$ cat src/rtl/chsel_pkg.sv
package chsel_pkg;

    typedef enum logic [2:0] {
        ST_IDLE,
        ST_ADDR,
        ST_ADDR_ACK,
        ST_WDATA,
        ST_WACK,
        ST_RDATA,
        ST_RACK,
        ST_SKIP
    } bus_state_e;

    // Two select bits to one-hot enables: 10 -> segment 0, 11 -> segment 1
    function automatic logic [1:0] sel_to_en(input logic [1:0] sel);
        logic [1:0] en;
        en = 2'b00;
        if (sel[1]) begin
            en[sel[0]] = 1'b1;
        end
        return en;
    endfunction

endpackage

$ cat src/rtl/line_sync.sv
module line_sync #(
    parameter int   STAGES  = 2,
    parameter logic RST_VAL = 1'b1
) (
    input  logic clk,
    input  logic rst,
    input  logic d,
    output logic q
);
    logic [STAGES-1:0] chain_q;

    always_ff @(posedge clk) begin
        if (rst) begin
            chain_q <= {STAGES{RST_VAL}};
        end else begin
            chain_q <= {chain_q[STAGES-2:0], d};
        end
    end

    assign q = chain_q[STAGES-1];
endmodule

$ cat src/rtl/bus_event_det.sv
module bus_event_det (
    input  logic clk,
    input  logic rst,
    input  logic scl_s,
    input  logic sda_s,
    output logic scl_rise,
    output logic scl_fall,
    output logic start_evt,
    output logic stop_evt
);
    logic scl_q;
    logic sda_q;

    always_ff @(posedge clk) begin
        if (rst) begin
            scl_q <= 1'b1;
            sda_q <= 1'b1;
        end else begin
            scl_q <= scl_s;
            sda_q <= sda_s;
        end
    end

    always_comb begin
        scl_rise  = scl_s & ~scl_q;
        scl_fall  = ~scl_s & scl_q;
        start_evt = scl_s & scl_q & sda_q & ~sda_s;
        stop_evt  = scl_s & scl_q & ~sda_q & sda_s;
    end


    start_stop_excl_chk: assert property (@(posedge clk) disable iff (rst)
        !(start_evt && stop_evt));
endmodule

$ cat src/rtl/bus_target_fsm.sv
module bus_target_fsm
    import chsel_pkg::*;
#(
    parameter logic [6:0] DEV_ADDR = 7'h70,
    parameter int         BYTE_W   = 8
) (
    input  logic              clk,
    input  logic              rst,
    input  logic              scl_s,
    input  logic              sda_s,
    input  logic              scl_rise,
    input  logic              scl_fall,
    input  logic              start_evt,
    input  logic              stop_evt,
    input  logic [BYTE_W-1:0] rd_data,
    output logic              sda_oe,
    output logic              wr_stb,
    output logic [BYTE_W-1:0] wr_data
);
    localparam int CNT_W = $clog2(BYTE_W + 1);
    localparam logic [CNT_W-1:0] FULL_CNT = CNT_W'(BYTE_W);
    localparam logic [CNT_W-1:0] LAST_TX  = CNT_W'(BYTE_W - 1);

    bus_state_e        state_q, state_d;
    logic [CNT_W-1:0]  cnt_q, cnt_d;
    logic [BYTE_W-1:0] shreg_q, shreg_d;
    logic [BYTE_W-1:0] tx_q, tx_d;
    logic              stb_q, stb_d;

    // Next-state and datapath
    always_comb begin
        state_d = state_q;
        cnt_d   = cnt_q;
        shreg_d = shreg_q;
        tx_d    = tx_q;
        stb_d   = 1'b0;
        if (start_evt) begin
            state_d = ST_ADDR;
            cnt_d   = '0;
        end else if (stop_evt) begin
            state_d = ST_IDLE;
            cnt_d   = '0;
        end else begin
            unique case (state_q)
                ST_IDLE: ;
                ST_ADDR: begin
                    if (scl_rise) begin
                        shreg_d = {shreg_q[BYTE_W-2:0], sda_s};
                        cnt_d   = cnt_q + 1'b1;
                    end else if (scl_fall && cnt_q == FULL_CNT) begin
                        state_d = (shreg_q[BYTE_W-1:1] == DEV_ADDR) ? ST_ADDR_ACK : ST_SKIP;
                    end
                end
                ST_ADDR_ACK: begin
                    if (scl_fall) begin
                        cnt_d = '0;
                        if (shreg_q[0]) begin
                            state_d = ST_RDATA;
                            tx_d    = rd_data;
                        end else begin
                            state_d = ST_WDATA;
                        end
                    end
                end
                ST_WDATA: begin
                    if (scl_rise) begin
                        shreg_d = {shreg_q[BYTE_W-2:0], sda_s};
                        cnt_d   = cnt_q + 1'b1;
                    end else if (scl_fall && cnt_q == FULL_CNT) begin
                        state_d = ST_WACK;
                        stb_d   = 1'b1;
                    end
                end
                ST_WACK: begin
                    if (scl_fall) begin
                        state_d = ST_WDATA;
                        cnt_d   = '0;
                    end
                end
                ST_RDATA: begin
                    if (scl_fall) begin
                        if (cnt_q == LAST_TX) begin
                            state_d = ST_RACK;
                        end else begin
                            tx_d  = {tx_q[BYTE_W-2:0], 1'b0};
                            cnt_d = cnt_q + 1'b1;
                        end
                    end
                end
                ST_RACK: begin
                    if (scl_rise) begin
                        shreg_d[0] = sda_s;
                    end else if (scl_fall) begin
                        if (shreg_q[0]) begin
                            state_d = ST_SKIP;
                        end else begin
                            state_d = ST_RDATA;
                            tx_d    = rd_data;
                            cnt_d   = '0;
                        end
                    end
                end
                ST_SKIP: ;
                default: state_d = ST_IDLE;
            endcase
        end
    end

    // State register
    always_ff @(posedge clk) begin
        if (rst) begin
            state_q <= ST_IDLE;
            cnt_q   <= '0;
            shreg_q <= '0;
            tx_q    <= '0;
            stb_q   <= 1'b0;
        end else begin
            state_q <= state_d;
            cnt_q   <= cnt_d;
            shreg_q <= shreg_d;
            tx_q    <= tx_d;
            stb_q   <= stb_d;
        end
    end

    // Outputs
    always_comb begin
        unique case (state_q)
            ST_ADDR_ACK, ST_WACK: sda_oe = 1'b1;
            ST_RDATA:             sda_oe = ~tx_q[BYTE_W-1];
            default:              sda_oe = 1'b0;
        endcase
        wr_stb  = stb_q;
        wr_data = shreg_q;
    end


    start_to_addr_chk: assert property (@(posedge clk) disable iff (rst)
        start_evt |=> state_q == ST_ADDR);

    stop_to_idle_chk: assert property (@(posedge clk) disable iff (rst)
        stop_evt |=> state_q == ST_IDLE);

    ack_only_match_chk: assert property (@(posedge clk) disable iff (rst)
        state_q == ST_ADDR_ACK |-> shreg_q[BYTE_W-1:1] == DEV_ADDR);

    oe_moves_low_chk: assert property (@(posedge clk) disable iff (rst)
        !$stable(sda_oe) |-> !scl_s);
endmodule

$ cat src/rtl/select_regs.sv
module select_regs
    import chsel_pkg::*;
#(
    parameter int BYTE_W = 8,
    parameter int SEL_W  = 2
) (
    input  logic              clk,
    input  logic              rst,
    input  logic              wr_stb,
    input  logic [BYTE_W-1:0] wr_data,
    input  logic              apply,
    output logic [BYTE_W-1:0] rd_data,
    output logic [1:0]        ch_en
);
    logic [BYTE_W-1:0] pending_q;
    logic [SEL_W-1:0]  active_q;

    always_ff @(posedge clk) begin
        if (rst) begin
            pending_q <= '0;
            active_q  <= '0;
        end else begin
            if (wr_stb) begin
                pending_q <= wr_data;
            end
            if (apply) begin
                active_q <= pending_q[SEL_W-1:0];
            end
        end
    end

    assign rd_data = pending_q;
    assign ch_en   = sel_to_en(active_q);


    en_onehot_chk: assert property (@(posedge clk) disable iff (rst)
        $onehot0(ch_en));

    en_after_stop_chk: assert property (@(posedge clk) disable iff (rst)
        !$stable(active_q) |-> $past(apply));

    store_chk: assert property (@(posedge clk) disable iff (rst)
        wr_stb |=> rd_data == $past(wr_data));
endmodule

$ cat src/rtl/chan_select_ctrl.sv
module chan_select_ctrl #(
    parameter logic [6:0] DEV_ADDR    = 7'h70,
    parameter int         SYNC_STAGES = 2
) (
    input  logic       clk,
    input  logic       rst,
    input  logic       scl_i,
    input  logic       sda_i,
    output logic       sda_oe,
    output logic [1:0] ch_en
);
    localparam int BYTE_W = 8;
    localparam int SEL_W  = 2;

    logic              scl_s, sda_s;
    logic              scl_rise, scl_fall, start_evt, stop_evt;
    logic              wr_stb;
    logic [BYTE_W-1:0] wr_data, rd_data;

    line_sync #(.STAGES(SYNC_STAGES), .RST_VAL(1'b1)) u_scl_sync (
        .clk(clk), .rst(rst), .d(scl_i), .q(scl_s));
    line_sync #(.STAGES(SYNC_STAGES), .RST_VAL(1'b1)) u_sda_sync (
        .clk(clk), .rst(rst), .d(sda_i), .q(sda_s));

    bus_event_det u_det (
        .clk(clk), .rst(rst), .scl_s(scl_s), .sda_s(sda_s),
        .scl_rise(scl_rise), .scl_fall(scl_fall),
        .start_evt(start_evt), .stop_evt(stop_evt));

    bus_target_fsm #(.DEV_ADDR(DEV_ADDR), .BYTE_W(BYTE_W)) u_fsm (
        .clk(clk), .rst(rst), .scl_s(scl_s), .sda_s(sda_s),
        .scl_rise(scl_rise), .scl_fall(scl_fall),
        .start_evt(start_evt), .stop_evt(stop_evt),
        .rd_data(rd_data), .sda_oe(sda_oe),
        .wr_stb(wr_stb), .wr_data(wr_data));

    select_regs #(.BYTE_W(BYTE_W), .SEL_W(SEL_W)) u_regs (
        .clk(clk), .rst(rst), .wr_stb(wr_stb), .wr_data(wr_data),
        .apply(stop_evt), .rd_data(rd_data), .ch_en(ch_en));
endmodule

$ cat config.mk
export PLATFORM = sky130hd
export DESIGN_NAME = chan_select_ctrl
export DESIGN_NICKNAME = d
export VERILOG_FILES = /design/src/rtl/chsel_pkg.sv /design/src/rtl/line_sync.sv /design/src/rtl/bus_event_det.sv /design/src/rtl/bus_target_fsm.sv /design/src/rtl/select_regs.sv /design/src/rtl/chan_select_ctrl.sv
export SDC_FILE = /design/constraint.sdc
export NUM_CORES = 1
export LEC_CHECK = 0
export BUFFER_PORTS_ARGS = -buffer_cell sky130_fd_sc_hd__buf_4
export CAP_MARGIN = 20
export CORE_MARGIN = 4
export CORE_UTILIZATION = 30
export DETAILED_ROUTE_END_ITERATION = 12
export PLACE_DENSITY = 0.48
export SLEW_MARGIN = 10
export SYNTH_ARGS = -nofsm -noshare
export SYNTH_HDL_FRONTEND = slang
export SYNTH_SLANG_ARGS = --single-unit
$ cat constraint.sdc
create_clock -name clk -period 3.6 [get_ports clk]
set_clock_uncertainty 0.05 [all_clocks]
set_input_delay 0.18 -clock clk [delete_from_list [all_inputs] [get_ports clk]]
set_output_delay 0.18 -clock clk [all_outputs]
set_load 0.01 [all_outputs]
==> results.txt, run 1 <==
Final HPWL DP = 2.76 mm
Tmin final = 1.95 ns
Remaining DRCs = 0
Compound-Gate Fraction of Synth Area = 0.149
# Post-CTS Setup Buffers = 0
Reg area = 801 sq um
Period utilization = 0.541
Seq/Total Area, Yosys = 0.392
Clock root buffer = clkbuf_8
Starting Density = 0.316
Crit path max fanout = 16
Placer congestion estimate = 0.796
CP startpoint kind = register
FF-to-FF Start = u_fsm.state_q[2]
Diodes inserted = 0
Most common cell after layout, fill and taps aside = dfxtp_1
Largest net degree at the start of global routing = 36
Most frequent cells in the layout = dfxtp_1 (40), nor2_1 (33), mux2i_1 (24)
Clock transition at path regs = 0.08 ns
Mapped Area = 2040 sq um
Cts repair resizes = 0
Die width = 90.5 microns
WL/cell = 14.0 microns
Setup WS post-layout = 1.65 ns
Synthesis-to-finish area growth = 6.87%
Power per cell area = 362 nW/um^2
Syn Area/Cell = 9.67 sq um
# fillers = 694
Die Area = 8190 sq um
Synth Area in Simple Gates = 0.230
Final setup viols = 0
Total grt overflow = 0
Multi-input gate area = 1130 sq um
Boundary Pins = 7
Final nets = 219
Final-report hold violation count = 0
Worst-Margin Slew = 0.709 ns
CORE AREA = 6460 sq um
Layout cell share with drive strength beyond 1 = 0.178
Unrepaired setup endpoints after global routing = false
Mux share of post-synthesis cell area = 0.156
Flop2flop setup slack = 1.65 ns
Synth area leader = dfxtp_1
First-pass GRT wire length = 6.84 mm
DR vias/cell = 4.89
H-tree levels = 2
FP Rows = 29
Count of input and output buffers = 6
Worst vdd ir = 0.274 mV
Post-Synthesis Cells = 211
Drt total wl = 4.08 mm
Reg2reg end = u_fsm.cnt_q[0]
CP startpoint = u_fsm.state_q[2]
Crit. End Element = register
Via count = 1424
Fmax = 514 MHz
Outcome = completed
Ys Warns = 0
Worst EP required = 3.77 ns
Hold_buf cts = 0
Worst Min Path Start = scl_i
DR pass1 iterations = 4
Drt first-iter violations = 105
P_leak = 0.000857 uW
Yosys reg bits = 40
Power Total = 790 uW
Post-synthesis cell type count = 53
XOR/XNOR Fraction of Synth Area = 0.00858
Arr. time, crit path = 2.12 ns
Fin Setup TNS = 0 ns
Net Count, Synth = 217
Cts bufs inserted = 5
Vias in the first global route = 1348
Post-Synth Adder-Cell Area = 0.0123
Initial antenna violation count = 0
CTS Sinks = 40
Ranking of synthesized cells by area = dfxtp_1 (39%), mux2i_1 (12%), nor2_1 (6.1%)
Yosys top cell area share = 0.392
Die height = 90.5 microns
Final-report max-slew violation count = 0
R2R cell count = 5
Deepest clock path buffer count = 2
Latest clock arrival within the worst-skew pair = 0.29 ns
Max-cap viol count = 0
Largest family of logic cells by synthesized area = simple AND/OR/NAND/NOR gates
Worst min path class = input port to register
Critical path type = register to register
Gr usage total = 0.102
CTS tree = yes
Post-route ant nets = 0
Rel. slew slack = 0.527
Crit path to = u_fsm.cnt_q[0]
Pre-CTS setup slack = 1.69 ns
==> final cells by class <==
cell class / instances / share of cell area
flip-flops and latches: 40 / 0.367
well taps: 77 / 0.0442
clock inverters: 1 / 0.00402
multi-input cells: 155 / 0.520
clock buffers: 7 / 0.0350
inverters: 5 / 0.00861
repair buffers: 6 / 0.0207
==> worst min-delay path by stage <==
| stage | to | depth (start not counted) | slack (ns) |
|---|---|---|---|
| after floorplan | u_scl_sync.chain_q[0] | 1 | 0.23 |
| after global placement | u_scl_sync.chain_q[0] | 2 | 0.32 |
| after detailed placement | u_scl_sync.chain_q[0] | 2 | 0.32 |
| after CTS | u_scl_sync.chain_q[0] | 2 | 0.01 |
| after global routing | u_sda_sync.chain_q[0] | 2 | 0.008 |
| final | u_scl_sync.chain_q[0] | 2 | 0.02 |
==> cell usage after synthesis, drive strengths merged <==
| cell | instances |
|---|---|
| nor4 | 2 |
| nand2 | 15 |
| a31o | 1 |
| o32a | 1 |
| o41ai | 1 |
| mux2i | 24 |
| o31ai | 3 |
| and2b | 1 |
| o32ai | 1 |
| o21ai | 5 |
| o21ba | 1 |
| inv | 5 |
| a311oi | 2 |
| buf | 6 |
| a21o | 1 |
| o211ai | 2 |
| and4bb | 1 |
| a31oi | 3 |
| nor2b | 4 |
| mux2 | 7 |
| o21a | 1 |
| xnor2 | 1 |
| nand3b | 1 |
| nand4b | 1 |
| o22ai | 1 |
| or2 | 6 |
| dfxtp | 40 |
| ha | 2 |
| a21oi | 10 |
| xor2 | 1 |
| a21boi | 1 |
| clkbuf | 5 |
| nand2b | 4 |
| a2111oi | 1 |
| and3b | 2 |
| a211oi | 1 |
| nand3 | 5 |
| and2 | 2 |
| nor3b | 2 |
| nand4 | 1 |
| nor2 | 36 |
| and3 | 1 |
==> flip-flops by register name, summed over array words and instances, names as in the netlist <==
| register | count |
|---|---|
| u_fsm.wr_stb | 1 |
| u_fsm.tx_q | 8 |
| u_regs.active_q | 2 |
| u_regs.rd_data | 8 |
| u_fsm.state_q | 3 |
| u_sda_sync.chain_q | 2 |
| u_fsm.wr_data | 8 |
| u_scl_sync.chain_q | 2 |
| u_det.sda_q | 1 |
| u_fsm.cnt_q | 4 |
| u_det.scl_q | 1 |
==> through the flow <==
| stage | utilization | instance area, sq um | std cells | hold WS [ns] |
|---|---|---|---|---|
| global route | 0.338 | 2180 | 291 | 0.00823 |
| finish | 0.338 | 2180 | 291 | 0.0244 |
| detailed placement | 0.324 | 2100 | 283 | 0.318 |
| CTS | 0.338 | 2180 | 291 | 0.0105 |
| global placement | 0.324 | 2100 | 283 | 0.315 |
| floorplan | - | 2040 | 211 | 0.234 |
==> logic make-up (layout without fill, tap and decap cells) <==
kind of cell             after synthesis  after routing
AND/OR/NAND/NOR                       84             84
adder cells (fa/ha/maj)                2              2
AO/OA/AOI/OAI                         36             36
XOR/XNOR                               2              2
flip-flops                            40             40
buffers and inverters                 16             19
multiplexers                          31             31
==> metal layers <==
layer	GRT usage	wire [microns]
met1	0.139	2180
met2	0.159	1750
met3	0.0200	89
met4	0.0344	57
met5	0	0
==> power by group <==
part	total, uW	leakage [uW]	internal (uW)	switching, uW
logic	37.3	0.000491	14.8	22.5
clock network	297	0.0000424	139	158
registers	456	0.000323	446	9.67
==> worst max-delay path: stages (launching register included) <==
cell and delay (ns):
dfxtp_1 0.78, and2b_1 0.29, a31oi_1 0.08, o21ai_0 0.39, nand3_1 0.14, a21oi_1 0.14
No activity file was read; power rests on OpenSTA's default activity.
==> run 2, diff against run 1 <==
--- a/config.mk
+++ b/config.mk
@@ -10,7 +10,7 @@
 export CORE_MARGIN = 4
 export CORE_UTILIZATION = 30
 export DETAILED_ROUTE_END_ITERATION = 12
-export PLACE_DENSITY = 0.48
+export PLACE_DENSITY = 0.5
 export SLEW_MARGIN = 10
 export SYNTH_ARGS = -nofsm -noshare
 export SYNTH_HDL_FRONTEND = slang
==> constraint.sdc (replaced) <==
create_clock -name clk -period 1.65 [get_ports clk]
set_clock_uncertainty 0.05 [all_clocks]
set_input_delay 0.0825 -clock clk [delete_from_list [all_inputs] [get_ports clk]]
set_output_delay 0.0825 -clock clk [all_outputs]
set_load 0.01 [all_outputs]
==> run 2 against run 1 <==
Compared with the run above:
- core utilization grew 2.4 points
- non-clock buffer count grew 16
- clock power grew 130%
- critical path depth grew 1
- global-route usage grew 0.79 points
- sequential power grew 120%
- maximum frequency grew 26%
- combinational power grew to 2.9 times the previous value
- count of clock-buffer cells in the layout is the same
- register-to-register slack lost 1.6 ns
- cell area grew 7.1%
- via count grew 4.3%
==> results.txt, run 2 (synthesis gave the netlist of run 1 again) <==
Fmax = 645 MHz (was 514 MHz)
Setup WS post-layout = 0.0993 ns (was 1.65 ns)
CTS tree = yes (unchanged)
Hold Crit Depth = 2 (unchanged)
Worst EP required = 1.83 ns (was 3.77 ns)
Largest stage delay on the critical path = 0.34 ns (was 0.78 ns)
CP Cell Sequence = ha_1 -> and3b_2 -> a21o_1 -> o32a_4 -> o211ai_2 -> and3b_1 (was and2b_1 -> a31oi_1 -> o21ai_0 -> nand3_1 -> a21oi_1)
Drt first-iter violations = 65 (was 105)
Initial antenna violation count = 0 (unchanged)
Drt total wl = 4.11 mm (was 4.08 mm)
Outcome = completed (unchanged)
Largest net degree at the start of global routing = 36 (unchanged)
CORE AREA = 6460 sq um (unchanged)
Pre-CTS setup slack = 0.0412 ns (was 1.69 ns)
Worst vdd ir = 0.539 mV (was 0.274 mV)
R2R cell count = 6 (was 5)
Most common cell after layout, fill and taps aside = dfxtp_1 (unchanged)
Period utilization = 0.940 (was 0.541)
FP Rows = 29 (unchanged)
CP max stage cell = dfxtp_2 (was dfxtp_1)
Final HPWL DP = 2.96 mm (was 2.76 mm)
DR vias/cell = 4.84 (was 4.89)
Crit path max fanout = 4 (was 16)
Latest clock arrival within the worst-skew pair = 0.29 ns (about the same)
Max-cap viol count = 0 (unchanged)
Via count = 1485 (was 1424)
Clock transition at path regs = 0.08 ns (about the same)
Placer congestion estimate = 0.811 (was 0.796)
Diodes inserted = 0 (unchanged)
Post-route ant nets = 0 (unchanged)
Deepest clock path buffer count = 2 (unchanged)
Starting Density = 0.316 (unchanged)
Final nets = 235 (was 219)
Fin cells = 307 (was 291)
CP bufs+invs = 0 (unchanged)
Total grt overflow = 0 (unchanged)
Fin Setup TNS = 0 ns (unchanged)
Power Total = 1770 uW (was 790 uW)
Critical path type = register to register (unchanged)
Kind of cell adding the most delay to the critical path = compound AO/OA/AOI/OAI gates (was flip-flops)
Power per cell area = 759 nW/um^2 (was 362 nW/um^2)
Die height = 90.5 microns (unchanged)
Die width = 90.5 microns (unchanged)
Vias in the first global route = 1465 (was 1348)
Layout cell share with drive strength beyond 1 = 0.261 (was 0.178)
Worst min path class = input port to register (unchanged)
Count of input and output buffers = 6 (unchanged)
Cts bufs inserted = 5 (unchanged)
Crit. End Element = register (unchanged)
Tmin final = 1.55 ns (was 1.95 ns)
CP startpoint kind = register (unchanged)
Die Area = 8190 sq um (unchanged)
Final-report max-slew violation count = 0 (unchanged)
Worst-Margin Slew = 0.510 ns (was 0.709 ns)
P_leak = 0.000938 uW (was 0.000857 uW)
Crit path depth = 6 (was 5)
Final-report hold violation count = 0 (unchanged)
Most frequent cells in the layout = dfxtp_1 (35), nor2_1 (32), mux2i_1 (24) (was dfxtp_1 (40), nor2_1 (33), mux2i_1 (24))
CTS Sinks = 40 (unchanged)
Cells after DPL = 297 (was 283)
Remaining DRCs = 0 (unchanged)
Arr. time, crit path = 1.73 ns (was 2.12 ns)
Rel. slew slack = 0.660 (was 0.527)
Synthesis-to-finish area growth = 14.5% (was 6.87%)
Unrepaired setup endpoints after global routing = false (unchanged)
# fillers = 665 (was 694)
Clock root buffer = clkbuf_8 (unchanged)
Final setup viols = 0 (unchanged)
First-pass GRT wire length = 7.31 mm (was 6.84 mm)
WL/cell = 13.4 microns (was 14.0 microns)
Gr usage total = 0.110 (was 0.102)
Boundary Pins = 7 (unchanged)
H-tree levels = 2 (unchanged)
DR pass1 iterations = 4 (unchanged)
run 2: changes by cell type in the layout (fill, tap and decap cells not counted), sizes merged:
cell         delta
clkinv          -1
buf            +14
dlygate4sd3     +2
clkinvlp        +1
run 2: metrics by stage:
step / hold WS, ns / instance area (sq um) / utilization
final: 0.125 / 2340 / 0.362
after global routing: 0.135 / 2340 / 0.362
after CTS: 0.124 / 2310 / 0.358
after detailed placement: 0.221 / 2200 / 0.341
after global placement: 0.221 / 2200 / 0.341
after floorplan: 0.136 / 2040 / -
run 2: per-layer routing:
layer | global-route usage | share of wire | up-vias
li1 | - | - | 775
met1 | 0.149 | 0.52 | 688
met2 | 0.170 | 0.44 | 17
met3 | 0.0250 | 0.024 | 5
met4 | 0.0383 | 0.015 | 0
met5 | 0 | 0 | -
run 2: path summary, 6_finish.rpt:
path	startpoint	end	slack [ns]
worst min register to register	u_scl_sync.chain_q[0]	u_scl_sync.chain_q[1]	0.36
worst max register to register	u_fsm.cnt_q[0]	u_fsm.state_q[0]	0.1
worst max-delay path	u_fsm.cnt_q[0]	u_fsm.state_q[0]	0.1
worst min-delay path	rst	u_regs.rd_data[0]	0.13
run 2: what timing repair did:
item / in CTS / in global routing
hold buffers: 2 / 0
endpoints found under the hold margin: 2 / 0
setup endpoints to repair: 0 / 13
resized for setup: 0 / 8
setup buffers: 0 / 0
run 2: cell type report:
type                       count  area [sq um]  share of cell area
sequential                    40           807               0.345
clock buffer                   7          86.3              0.0370
clock inverter                 1          7.51             0.00321
timing repair buffer          22           170              0.0728
multi-input combinational    155          1150               0.492
inverter                       5          18.8             0.00803
tap                           77          96.3              0.0412
run 2: report_power, final:
part / internal, uW / total, uW / switching [uW] / leakage [uW]
registers: 974 / 987 / 13.0 / 0.000326
clock network: 340 / 677 / 337 / 0.0000445
logic: 47.4 / 109 / 61.5 / 0.000568
run 2: worst reg2reg max path: cells and delay by family (launching register included):
| kind | cells | cell delay [ns] |
|---|---|---|
| AND/OR/NAND/NOR | 2 | 0.41 |
| AO/OA/AOI/OAI | 3 | 0.47 |
| flip-flops | 1 | 0.34 |
| adder cells (fa/ha/maj) | 1 | 0.22 |
==> run 3, diff against run 2 <==
--- a/config.mk
+++ b/config.mk
@@ -9,8 +9,9 @@
 export CAP_MARGIN = 20
 export CORE_MARGIN = 4
 export CORE_UTILIZATION = 30
+export CTS_CLUSTER_DIAMETER = 100
 export DETAILED_ROUTE_END_ITERATION = 12
-export PLACE_DENSITY = 0.5
+export PLACE_DENSITY = 0.48
 export SLEW_MARGIN = 10
 export SYNTH_ARGS = -nofsm -noshare
 export SYNTH_HDL_FRONTEND = slang
==> constraint.sdc (replaced) <==
create_clock -name clk -period 1.6 [get_ports clk]
set_clock_uncertainty 0.05 [all_clocks]
set_input_delay 0.08 -clock clk [delete_from_list [all_inputs] [get_ports clk]]
set_output_delay 0.08 -clock clk [all_outputs]
set_load 0.01 [all_outputs]
==> run 3 against run 2 <==
Compared with the run above:
- maximum frequency increased by 1.4%
- sequential share of layout area is 1.2 points lower
- non-clock buffer count increased by 11
- total power increased by 1.0%
- critical path depth is the same
- final cell count grew 3.3%
- global-route usage fell by 0.27 points
- worst setup slack worse by 0.028 ns
- core utilization increased by 1.5 points
- register-to-register slack lost 0.03 ns
- combinational power up 12%
- count of clock-buffer cells in the layout down 2
- critical endpoint is now u_fsm.cnt_q[2]
==> results.txt, run 3 (synthesis gave the netlist of run 1 again) <==
FP Rows = 29 (unchanged)
CTS tree = yes (unchanged)
Boundary Pins = 7 (unchanged)
CORE AREA = 6460 sq um (unchanged)
Initial antenna violation count = 0 (unchanged)
Latest clock arrival within the worst-skew pair = 0.29 ns (about the same)
Diodes inserted = 0 (unchanged)
Die height = 90.5 microns (unchanged)
Vias in the first global route = 1492 (was 1465)
Post-route ant nets = 0 (unchanged)
Kind of cell adding the most delay to the critical path = simple AND/OR/NAND/NOR gates (was compound AO/OA/AOI/OAI gates)
R2R cell count = 6 (unchanged)
Final-report hold violation count = 0 (unchanged)
Unrepaired setup endpoints after global routing = true (was false)
Largest stage delay on the critical path = 0.34 ns (about the same)
Pre-CTS setup slack = -0.0431 ns (was 0.0412 ns)
Largest net degree at the start of global routing = 36 (unchanged)
CP max stage cell = dfxtp_2 (unchanged)
Drt total wl = 4.29 mm (was 4.11 mm)
Most frequent cells in the layout = dfxtp_1 (34), nor2_1 (31), buf_4 (31) (was dfxtp_1 (35), nor2_1 (32), mux2i_1 (24))
First-pass GRT wire length = 7.20 mm (was 7.31 mm)
Final nets = 246 (was 235)
Remaining DRCs = 0 (unchanged)
Period utilization = 0.955 (was 0.940)
Reg2reg end = u_fsm.cnt_q[2] (was u_fsm.state_q[0])
Worst min path class = input port to register (unchanged)
Flop2flop setup slack = 0.07 ns (was 0.1 ns)
CP startpoint kind = register (unchanged)
Placer congestion estimate = 0.823 (was 0.811)
Worst Min Path Start = rst (unchanged)
Final-report max-slew violation count = 0 (unchanged)
Crit path max fanout = 6 (was 4)
Tmin final = 1.53 ns (was 1.55 ns)
Rel. slew slack = 0.672 (was 0.660)
Crit. End Element = register (unchanged)
WL/cell = 13.5 microns (was 13.4 microns)
Max-cap viol count = 0 (unchanged)
CP Cell Sequence = ha_2 -> and3b_2 -> o21ba_4 -> nor2_2 -> nand4b_1 -> a21oi_1 (was ha_1 -> and3b_2 -> a21o_1 -> o32a_4 -> o211ai_2 -> and3b_1)
Outcome = completed (unchanged)
Most common cell after layout, fill and taps aside = dfxtp_1 (unchanged)
Critical path type = register to register (unchanged)
CTS Sinks = 40 (unchanged)
Clock root buffer = clkbuf_8 (unchanged)
CP bufs+invs = 0 (unchanged)
Cell area after layout = 2430 sq um (was 2340 sq um)
Placed Area = 2270 sq um (was 2200 sq um)
Reg area = 811 sq um (was 807 sq um)
Worst vdd ir = 0.476 mV (was 0.539 mV)
Total grt overflow = 0 (unchanged)
Via count = 1542 (was 1485)
Final setup viols = 0 (unchanged)
Fin Setup TNS = 0 ns (unchanged)
Multi-input gate area = 1170 sq um (was 1150 sq um)
Final core utilization = 0.376 (was 0.362)
Hold Crit Depth = 2 (unchanged)
Die Area = 8190 sq um (unchanged)
H-tree levels = 2 (unchanged)
Cts bufs inserted = 5 (unchanged)
Die width = 90.5 microns (unchanged)
P_leak = 0.000992 uW (was 0.000938 uW)
Final HPWL DP = 2.94 mm (was 2.96 mm)
Worst-Margin Slew = 0.491 ns (was 0.510 ns)
Arr. time, crit path = 1.70 ns (was 1.73 ns)
Starting Density = 0.316 (unchanged)
Fmax = 654 MHz (was 645 MHz)
Layout cell share with drive strength beyond 1 = 0.317 (was 0.261)
Clock transition at path regs = 0.08 ns (about the same)
Worst EP required = 1.77 ns (was 1.83 ns)
DR vias/cell = 4.86 (was 4.84)
Count of input and output buffers = 6 (unchanged)
Setup WS post-layout = 0.0714 ns (was 0.0993 ns)
FF-to-FF Start = u_fsm.cnt_q[0] (unchanged)
Drt first-iter violations = 66 (was 65)
# fillers = 664 (was 665)
Hold Path Sink = u_fsm.tx_q[0] (was u_regs.rd_data[0])
Deepest clock path buffer count = 2 (unchanged)
Synthesis-to-finish area growth = 19.1% (was 14.5%)
Power per cell area = 737 nW/um^2 (was 759 nW/um^2)
Gr usage total = 0.107 (was 0.110)
DR pass1 iterations = 4 (unchanged)
[run 3: cell count changes in the layout (fill, tap and decap cells not counted), sizes merged]
cell,before,now
buf,20,31
clkbuf,7,5
clkinv,0,1
[run 3: area by class of cell]
cell class              count  share of cell area
clock buffers               5              0.0283
clock inverters             2             0.00515
inverters                   5             0.00772
multi-input cells         155               0.481
flip-flops and latches     40               0.334
well taps                  77              0.0396
repair buffers             33               0.104
[run 3: stage by stage]
stage / instances / hold slack, ns / power [uW]
final: 317 / 0.126 / 1790
after global routing: 317 / 0.144 / 1870
after CTS: 315 / 0.119 / 1820
after detailed placement: 306 / 0.218 / 1150
after global placement: 306 / 0.215 / 1150
after floorplan: 211 / 0.134 / 1120
[run 3: worst max-delay path by stage]
stage / slack, ns / end / cells after the start / from
after floorplan: 0.18 / u_fsm.state_q[0] / 6 / u_fsm.cnt_q[0]
after global placement: 0.007 / u_fsm.cnt_q[3] / 6 / u_fsm.state_q[2]
after detailed placement: -0.04 / u_fsm.cnt_q[3] / 6 / u_fsm.state_q[2]
after CTS: 0.0008 / u_fsm.cnt_q[2] / 6 / u_fsm.cnt_q[0]
after global routing: -0.009 / u_fsm.cnt_q[1] / 6 / u_fsm.state_q[2]
final: 0.07 / u_fsm.cnt_q[2] / 6 / u_fsm.cnt_q[0]
[run 3: metal layers]
| layer | track usage | wire [microns] |
|---|---|---|
| met3 | 0.0200 | 58 |
| met2 | 0.158 | 1860 |
| met1 | 0.151 | 2300 |
| met4 | 0.0459 | 78 |
| met5 | 0 | 0 |
[run 3: power by group]
group	switching [uW]	internal, uW	total (uW)
registers	11.8	1000	1010
clock network	358	296	653
logic	68.0	54.0	122
total	438	1350	1790
[run 3: what timing repair did]
action,4_1_cts,5_1_grt
hold endpoints to repair,2,0
pin swaps,0,2
buffers inserted,0,2
endpoints found under the setup margin,4,16
gates resized for setup,1,14
hold buffers,2,0
[run 3: worst reg2reg max path, delay by kind of cell, from the launching register on]
| kind | cells | cell delay [ns] |
|---|---|---|
| AND/OR/NAND/NOR | 3 | 0.51 |
| AO/OA/AOI/OAI | 2 | 0.38 |
| flip-flops | 1 | 0.34 |
| adder cells (fa/ha/maj) | 1 | 0.19 |
